`src/rtl/pcd_pkg.sv`:
```
package pcd_pkg;
  // width of the slot index carried in the strobe struct (up to 7 channels)
  localparam int SLOT_W = 4;

  typedef struct packed {
    logic              capture; // a word is taken this cycle
    logic [SLOT_W-1:0] slot;    // slot the word belongs to
    logic              xfer;    // last slot taken: move set to outputs
    logic              setOdd;  // parity of the pixel being completed
  } pcdStrobe_t;
endpackage

```
`src/rtl/pcd_ctrl.sv`:
```
module pcd_ctrl
  import pcd_pkg::*;
#(
  parameter int NUM_CH = 3
) (
  input  logic       clk,
  input  logic       rstN,
  input  logic       lineStart,
  input  logic       pixStart,
  input  logic       wordValid,
  output pcdStrobe_t strb
);
  localparam int NUM_SLOT = 2 * NUM_CH;
  localparam logic [SLOT_W-1:0] IDLE_SLOT = SLOT_W'(NUM_SLOT);
  localparam logic [SLOT_W-1:0] LAST_SLOT = SLOT_W'(NUM_SLOT - 1);

  logic [SLOT_W-1:0] slotCnt;
  logic [SLOT_W-1:0] curSlot;
  logic              wordTake;
  logic              curOdd;
  logic              nextOdd;

  // pixStart forces the current word into the red offset slot
  always_comb begin
    curSlot  = pixStart ? '0 : slotCnt;
    wordTake = wordValid && (curSlot < IDLE_SLOT);
  end

  always_ff @(posedge clk) begin
    if (!rstN) begin
      slotCnt <= IDLE_SLOT;
    end else if (wordTake) begin
      slotCnt <= curSlot + SLOT_W'(1);
    end else if (pixStart) begin
      slotCnt <= '0;
    end
  end

  // even/odd pixel parity
  always_ff @(posedge clk) begin
    if (!rstN) begin
      curOdd  <= 1'b0;
      nextOdd <= 1'b0;
    end else if (pixStart) begin
      curOdd  <= lineStart ? 1'b0 : nextOdd;
      nextOdd <= lineStart ? 1'b1 : ~nextOdd;
    end else if (lineStart) begin
      nextOdd <= 1'b0;
    end
  end

  always_comb begin
    strb.capture = wordTake;
    strb.slot    = curSlot;
    strb.xfer    = wordTake && (curSlot == LAST_SLOT);
    strb.setOdd  = curOdd;
  end

  AST_SLOT_RANGE: assert property (@(posedge clk) disable iff (!rstN)
    slotCnt <= IDLE_SLOT);

  AST_RESTART_RED: assert property (@(posedge clk) disable iff (!rstN)
    pixStart |=> (slotCnt <= SLOT_W'(1)));

  AST_LINE_EVEN: assert property (@(posedge clk) disable iff (!rstN)
    (pixStart && lineStart) |=> !curOdd);

  AST_IDLE_NO_TAKE: assert property (@(posedge clk) disable iff (!rstN)
    (slotCnt == IDLE_SLOT && !pixStart) |-> !strb.capture);
endmodule

```
`src/rtl/pcd_dpath.sv`:
```
module pcd_dpath
  import pcd_pkg::*;
#(
  parameter int NUM_CH = 3,
  parameter int CODE_W = 10
) (
  input  logic                     clk,
  input  logic                     rstN,
  input  pcdStrobe_t               strb,
  input  logic [CODE_W-1:0]        wordIn,
  input  logic                     modeDyn,
  input  logic                     altEn,
  input  logic [NUM_CH*CODE_W-1:0] fixGain,
  input  logic [NUM_CH*CODE_W-1:0] fixOffBase,
  input  logic [NUM_CH*CODE_W-1:0] fixOffEven,
  output logic [NUM_CH*CODE_W-1:0] offCode,
  output logic [NUM_CH*CODE_W-1:0] gainCode,
  output logic                     codeValid,
  output logic                     codeOdd
);
  localparam int NUM_SLOT = 2 * NUM_CH;
  localparam int SET_W    = NUM_CH * CODE_W;

  // capture registers for every slot except the last one
  logic [CODE_W-1:0] capReg [NUM_SLOT-1];
  logic [CODE_W-1:0] dynSet [NUM_SLOT];
  logic [SET_W-1:0]  nextOff;
  logic [SET_W-1:0]  nextGain;

  genvar s;
  generate
    for (s = 0; s < NUM_SLOT - 1; s++) begin : g_cap
      always_ff @(posedge clk) begin
        if (!rstN) begin
          capReg[s] <= '0;
        end else if (strb.capture && strb.slot == SLOT_W'(s)) begin
          capReg[s] <= wordIn;
        end
      end
      assign dynSet[s] = capReg[s];
    end
  endgenerate
  // the last word goes straight into the output registers
  assign dynSet[NUM_SLOT-1] = wordIn;

  genvar c;
  generate
    for (c = 0; c < NUM_CH; c++) begin : g_ch
      logic [CODE_W-1:0] fixOffSel;
      always_comb begin
        fixOffSel = (altEn && !strb.setOdd) ? fixOffEven[c*CODE_W +: CODE_W]
                                            : fixOffBase[c*CODE_W +: CODE_W];
        if (modeDyn) begin
          nextOff[c*CODE_W +: CODE_W]  = dynSet[2*c];
          nextGain[c*CODE_W +: CODE_W] = dynSet[2*c+1];
        end else begin
          nextOff[c*CODE_W +: CODE_W]  = fixOffSel;
          nextGain[c*CODE_W +: CODE_W] = fixGain[c*CODE_W +: CODE_W];
        end
      end
    end
  endgenerate

  always_ff @(posedge clk) begin
    if (!rstN) begin
      offCode   <= '0;
      gainCode  <= '0;
      codeOdd   <= 1'b0;
      codeValid <= 1'b0;
    end else begin
      codeValid <= strb.xfer;
      if (strb.xfer) begin
        offCode  <= nextOff;
        gainCode <= nextGain;
        codeOdd  <= strb.setOdd;
      end
    end
  end

  AST_VALID_FOLLOWS: assert property (@(posedge clk) disable iff (!rstN)
    strb.xfer |=> codeValid);

  AST_HOLD_STABLE: assert property (@(posedge clk) disable iff (!rstN)
    !codeValid |-> ($stable(offCode) && $stable(gainCode)));

  AST_DYN_LAST_WORD: assert property (@(posedge clk) disable iff (!rstN)
    (strb.xfer && modeDyn) |=>
      (gainCode[SET_W-1 -: CODE_W] == $past(wordIn)));

  AST_FIX_GAIN: assert property (@(posedge clk) disable iff (!rstN)
    (strb.xfer && !modeDyn) |=> (gainCode == $past(fixGain)));
endmodule

```
`src/rtl/pix_code_demux.sv`:
```
module pix_code_demux
  import pcd_pkg::*;
#(
  parameter int NUM_CH = 3,
  parameter int CODE_W = 10
) (
  input  logic                     clk,
  input  logic                     rstN,
  input  logic                     lineStart,
  input  logic                     pixStart,
  input  logic                     wordValid,
  input  logic [CODE_W-1:0]        wordIn,
  input  logic                     modeDyn,
  input  logic                     altEn,
  input  logic [NUM_CH*CODE_W-1:0] fixGain,
  input  logic [NUM_CH*CODE_W-1:0] fixOffBase,
  input  logic [NUM_CH*CODE_W-1:0] fixOffEven,
  output logic [NUM_CH*CODE_W-1:0] offCode,
  output logic [NUM_CH*CODE_W-1:0] gainCode,
  output logic                     codeValid,
  output logic                     codeOdd
);
  pcdStrobe_t strb;

  pcd_ctrl #(.NUM_CH(NUM_CH)) i_ctrl (
    .clk       (clk),
    .rstN      (rstN),
    .lineStart (lineStart),
    .pixStart  (pixStart),
    .wordValid (wordValid),
    .strb      (strb)
  );

  pcd_dpath #(.NUM_CH(NUM_CH), .CODE_W(CODE_W)) i_dpath (
    .clk        (clk),
    .rstN       (rstN),
    .strb       (strb),
    .wordIn     (wordIn),
    .modeDyn    (modeDyn),
    .altEn      (altEn),
    .fixGain    (fixGain),
    .fixOffBase (fixOffBase),
    .fixOffEven (fixOffEven),
    .offCode    (offCode),
    .gainCode   (gainCode),
    .codeValid  (codeValid),
    .codeOdd    (codeOdd)
  );

  AST_VALID_SINGLE: assert property (@(posedge clk) disable iff (!rstN)
    codeValid |=> !codeValid);
endmodule

```
`config.mk`:
```
export PLATFORM = sky130hd
export DESIGN_NAME = pix_code_demux
export DESIGN_NICKNAME = d
export VERILOG_FILES = /design/src/rtl/pcd_pkg.sv /design/src/rtl/pcd_ctrl.sv /design/src/rtl/pcd_dpath.sv /design/src/rtl/pix_code_demux.sv
export SDC_FILE = /design/constraint.sdc
export NUM_CORES = 1
export LEC_CHECK = 0
export ABC_CLOCK_PERIOD_IN_PS = 4400
export BUFFER_PORTS_ARGS = -buffer_cell sky130_fd_sc_hd__buf_2
export CAP_MARGIN = 30
export CORE_MARGIN = 1
export CORE_UTILIZATION = 45
export DETAILED_ROUTE_END_ITERATION = 7
export PLACE_DENSITY_LB_ADDON = 0.3
export SLEW_MARGIN = 15
export SYNTH_ARGS = -nofsm -noshare
export SYNTH_HDL_FRONTEND = slang
export SYNTH_SLANG_ARGS = --single-unit
```
`constraint.sdc`:
```
create_clock -name clk -period 4.4 [get_ports clk]
set_input_delay 0.22 -clock clk [delete_from_list [all_inputs] [get_ports clk]]
set_output_delay 0.22 -clock clk [all_outputs]
set_load 0.02 [all_outputs]
```
# Word level (Yosys, flattened, before mapping)
# Memories as Yosys holds them, arrays and structs flattened.
# Index checks and enable logic that the tools add are counted.
# totals
register_bits,68
latchBits,0
mem_bits_rw,50
rom_bits,0
input_bits,107
output_inout_bits,62
word_cells,66
n_memories,1
# classes
n_addsub,1
multipliers,0
div,0
n_lt_le_gt_ge,1
n_eq_ne,5
n_shift,0
n_mux,35
n_bitwise,6
n_reduce_logical,10
# mem_list
name,depth,width,rd,rd_ports_with_merged_regs,write_ports,line,source
i_dpath.capReg,5,10,5,0,5,pcd_dpath.sv:25,logic [CODE_W-1:0] capReg [NUM_SLOT-1];
# op_table
operator,n
10-bit two-way mux,14
1-bit two-way mux,19
"4-bit by 2-bit == test with 1-bit output, second input constant",2
"4-bit by 3-bit == test with 1-bit output, second input constant",2
1-bit logical AND,8
4-bit two-way mux,2
1-bit OR,5
"4-bit by 1-bit adder with 4-bit output, second input constant",1
"4-bit by 1-bit == test with 1-bit output, second input constant",1
4-bit logical NOT,1
"4-bit by 3-bit less-than comparator with 1-bit output, second input constant",1
1-bit logical NOT,1
1-bit NOT,1

# Longest topological paths before layout
# depth
ltp_word,8
mapped_depth,9
ltp_nobuf,6

# Modules after synthesis
# A second synthesis with hierarchy kept.
# hier_totals
hier_cells,505
area_unflattened_um2,5446.5
# by_module_without_submodules
module,n_inst,cells_per_inst,area_each_um2,seq_area_each_um2
pcd_dpath,1,469,5109.9,2742.6
pcd_ctrl,1,36,336.6,120.1

# Worst setup path after synthesis
# OpenSTA, ideal clock, no wires.
# synth_timing
kind,input to register
start,input pixStart
end,memory i_dpath.capReg[1][0] (enable)
setup_ns,0.391
arrival_time_ns,1.986
t_required_ns,4.009
path_slack_ns,2.023
path_stages,8
path_buffers,2
path_cell_list,clkbuf_1 > nand2b_1 > inv_1 > ha_1 > and2_1 > buf_2 > o21ai_0 > o21ai_0
# synth_rtl
element,line,source
"start, declared",pix_code_demux.sv:10,"input logic pixStart,"
"end, declared",pcd_dpath.sv:25,

# Worst setup path in the final report
# layout_timing
start,register i_ctrl.slotCnt[2]
end,register i_dpath.gainCode[29]
# layout_via
elab_chain_len,4
word_cells_on_any_way,5
cone_classes,order compare (1); eq/ne (1); mux (1); reduce/logical (2)
# layout_lines
element,line,source
"start, declared",pcd_ctrl.sv:17,logic [SLOT_W-1:0] slotCnt;
"start signal, assigned",pcd_ctrl.sv:33,slotCnt <= curSlot + SLOT_W'(1);
4-bit two-way mux *,-,
4-bit by 3-bit less-than comparator with 1-bit output,pcd_ctrl.sv:26,wordTake = wordValid && (curSlot < IDLE_SLOT);
1-bit logical AND,pcd_ctrl.sv:26,
1-bit logical AND *,pcd_ctrl.sv:55,strb.xfer = wordTake && (curSlot == LAST_SLOT);
"end signal, assigned",pcd_dpath.sv:74,gainCode <= nextGain;
"end, declared",pcd_dpath.sv:17,"output logic [NUM_CH*CODE_W-1:0] gainCode,"
# Every way passes the cells marked *; elsewhere a longest branch is shown, timed or not.
# A chain may end at the register's enable or synchronous reset.

==> flow_metrics.py <==
metrics = {
    "setup_path": {
        "rr_endpoint": "i_dpath.gainCode[29]$_SDFFE_PN0P_",
        "worstPathArrival_ps": 2360,
        "end_kind": "register",
        "cpPeakStageDelay_ps": 710,
        "worst-path-buf-inv": 0,
        "crit_end": "i_dpath.gainCode[29]$_SDFFE_PN0P_",
        "ff2ff_path_depth": 3,
        "cp-startpoint": "i_ctrl.slotCnt[2]$_SDFF_PN1_",
        "cp_num_cells": 3,
        "r2r_start": "i_ctrl.slotCnt[2]$_SDFF_PN1_",
        "critPathTopFamily": "simple AND/OR/NAND/NOR gates",
        "slowest_stage": "nor2_8",
        "crit_chain": "or4b_4 -> nor2_8 -> a211oi_1",
        "worstSetupStartpointType": "register",
        "crit_fanout": 60,
        "path_class": "register to register",
        "required_ps": 4640,
        "r2r_slack_ps": 2280,
    },
    "timing": {
        "finalMaxSlewViolations": 0,
        "fin_ws_ps": 2280,
        "slew_headroom_pct": 38.0,
        "min_period_ps": 2120,
        "finalSetupViolCount": 0,
        "period_share_pct": 48.2,
        "grt_setup_unrepaired": "no",
        "worst_pin_slew_ps": 929,
        "timing.hold.ws_ps": 89.3,
        "finalSetupTns_ps": 0,
        "hold_viol_final": 0,
        "max_freq_mhz": 471,
        "fin_skew_ps": 5.80,
    },
    "run_status": {
        "status": "finished, final reports clean",
    },
    "detailed_routing": {
        "wl_mm": 15.1,
        "wl_per_cell_um": 17.7,
        "antenna_left": 0,
        "drt_iter0_markers": 378,
        "drtPass1Iterations": 4,
        "routed-via-count": 4802,
        "post_drt_via_cell_ratio": 5.62,
        "remaining_drc_errors": 0,
    },
    "pwr": {
        "cellPowerDensity_mw_per_mm2": 402,
        "total_leakage_power_nw": 2.96,
        "ir_drop_uv": 246,
    },
    "synthesis": {
        "yosysTopAreaCell": "edfxtp_1",
        "synthTopCellsByCount": "dfxtp_1, a211oi_1, edfxtp_1, clkbuf_1, nor2_1",
        "synth_cell_type_count": 35,
        "yosys.area.top_type_share_pct": 26.7,
        "synth_area_leaders": "edfxtp_1, dfxtp_1, a211oi_1, mux2i_1, and3b_1",
        "yosysWarnings": 0,
        "syn_nets": 643,
        "synth_cells": 532,
        "syn-cell-area_mm2": 0.00561,
        "ys_seq_area_share_pct": 51.0,
        "synthArstFlopShare_pct": 0,
        "synth.most_common_cell": "dfxtp_1",
        "synth_edf_count": 50,
        "synth-seq-cells": 118,
        "ys.flop_type": "dfxtp_1",
        "syn_area_per_cell_um2": 10.6,
    },
    "grt": {
        "met1_usage_pct": 31.1,
        "antenna_found_initial": 0,
        "met3_usage_pct": 6.22,
        "grt_pass1_wl_mm": 23.6,
        "met2_usage_pct": 37.5,
        "grt_max_degree": 62,
        "gr-total-overflow": 0,
        "grt_pass1_vias": 4614,
        "top_usage_layer": "met2",
        "grt_usage_pct": 23.9,
    },
    "cells_and_area": {
        "nFillCells": 1021,
        "fin_nets": 785,
        "diodes": 0,
        "area_delta_synth_final_pct": 25.8,
        "drive_gt1_share_pct": 32.2,
    },
    "clock_network": {
        "root_buffer": "clkbuf_16",
        "ctsHoldBuffers": 0,
        "cts_resized": 0,
        "clk_latency_ps": 410,
        "clockBufferDepth": 2,
        "cts_tree": "done",
        "htreeDepth": 4,
        "cts_buffers": 17,
        "post_cts_buffers": 0,
        "clock-sinks": 118,
        "clk_pin_slew_worst_paths_ps": 50,
    },
    "placed_design": {
        "hpwl_mm": 10.0,
        "dp_slack_ps": 2170,
        "io_buffers": 168,
        "place.gp.congestion": 0.781,
    },
    "hold_path": {
        "min_path_type": "input pin to register",
        "hold_depth": 3,
    },
    "job": {
        "drv_cap": 0,
    },
    "floorplan": {
        "die_h_um": 114,
        "die_area_mm2": 0.0129,
        "die_x_um": 114,
        "initial_core_util_pct": 46.5,
        "io_pins": 169,
        "row_count": 40,
        "core_mm2": 0.0121,
    },
}
==> per-layer routing <==
metal	wire [um]	part of all wire, %
met1	6750	45
met2	7060	47
met5	0	0
met4	363	2.4
met3	953	6.3
==> worst reg2reg max path, cell delays in order (launching register included) <==
cell and delay, ps:
dfxtp_1 450, or4b_4 570, nor2_8 710, a211oi_1 210
==> final cells by class <==
class / instances / area [um2] / area share [%]
Sequential cell: 118 / 2860 / 40.5
Multi-Input combinational cell: 352 / 2410 / 34.2
Timing Repair Buffer: 180 / 943 / 13.4
Clock buffer: 18 / 429 / 6.08
Tap cell: 168 / 210 / 2.98
Clock inverter: 14 / 184 / 2.60
Inverter: 5 / 18.8 / 0.266
==> cell usage in the layout, fill, tap and decap left out, types with 6 or more instances in the layout <==
cell / count
nand3_1: 12
clkbuf_16: 17
o2111ai_1: 30
and3b_1: 30
nand2_1: 35
edfxtp_1: 50
and2_1: 20
a21oi_1: 35
o22ai_1: 30
buf_2: 168
nand2b_1: 6
a211oi_1: 55
clkinvlp_4: 6
mux2i_1: 31
buf_4: 9
nor2_1: 36
dfxtp_1: 68
o21ai_0: 7
==> kinds of logic (layout without fill, tap and decap cells) <==
group                    count (synthesis)  after routing  synth area share [%]
AO/OA/AOI/OAI                          168            168                  21.1
AND/OR/NAND/NOR                        148            148                  15.3
buffers and inverters                   62            217                  6.02
adder cells (fa/ha/maj)                  4              4                 0.891
multiplexers                            31             31                  5.53
flip-flops                             118            118                  51.0
XOR/XNOR                                 1              1                 0.156
==> how the worst min path moves through the flow <==
stage | slack (ps) | to | start
global placement | 450 | i_dpath.offCode[2]$_SDFFE_PN0P_ | i_dpath.offCode[2]$_SDFFE_PN0P_
global route | 120 | i_dpath.offCode[7]$_SDFFE_PN0P_ | fixOffBase[7]
floorplan | 390 | i_dpath.offCode[2]$_SDFFE_PN0P_ | fixOffBase[2]
CTS | 80 | i_dpath.offCode[2]$_SDFFE_PN0P_ | fixOffBase[2]
finish | 90 | i_dpath.offCode[2]$_SDFFE_PN0P_ | fixOffBase[2]
detailed placement | 460 | i_dpath.offCode[13]$_SDFFE_PN0P_ | i_dpath.offCode[13]$_SDFFE_PN0P_
==> sequential cells by signal, summed over array words and instances, names as in the netlist <==
register and cells:
i_dpath.codeOdd 1, i_dpath.offCode 30, i_dpath.capReg 50, i_ctrl.curOdd 1, i_ctrl.slotCnt 4, i_ctrl.nextOdd 1, i_dpath.codeValid 1, i_dpath.gainCode 30
==> per-stage QoR <==
step                power (mW)  utilization, %  cells  area, um2
finish                    2.84            58.6    855       7060
global route              2.93            58.6    855       7060
CTS                       2.85            58.4    853       7040
detailed placement        1.44            53.3    821       6430
global placement          1.43            53.2    820       6410
floorplan                 1.35               -    532       5610
==> power by group <==
part | internal (mW) | switching [mW]
Clock | 0.939 | 0.485
Combinational | 0.0896 | 0.141
Sequential | 1.17 | 0.0131
Total | 2.20 | 0.639
Power figures use the tool's default switching activity.
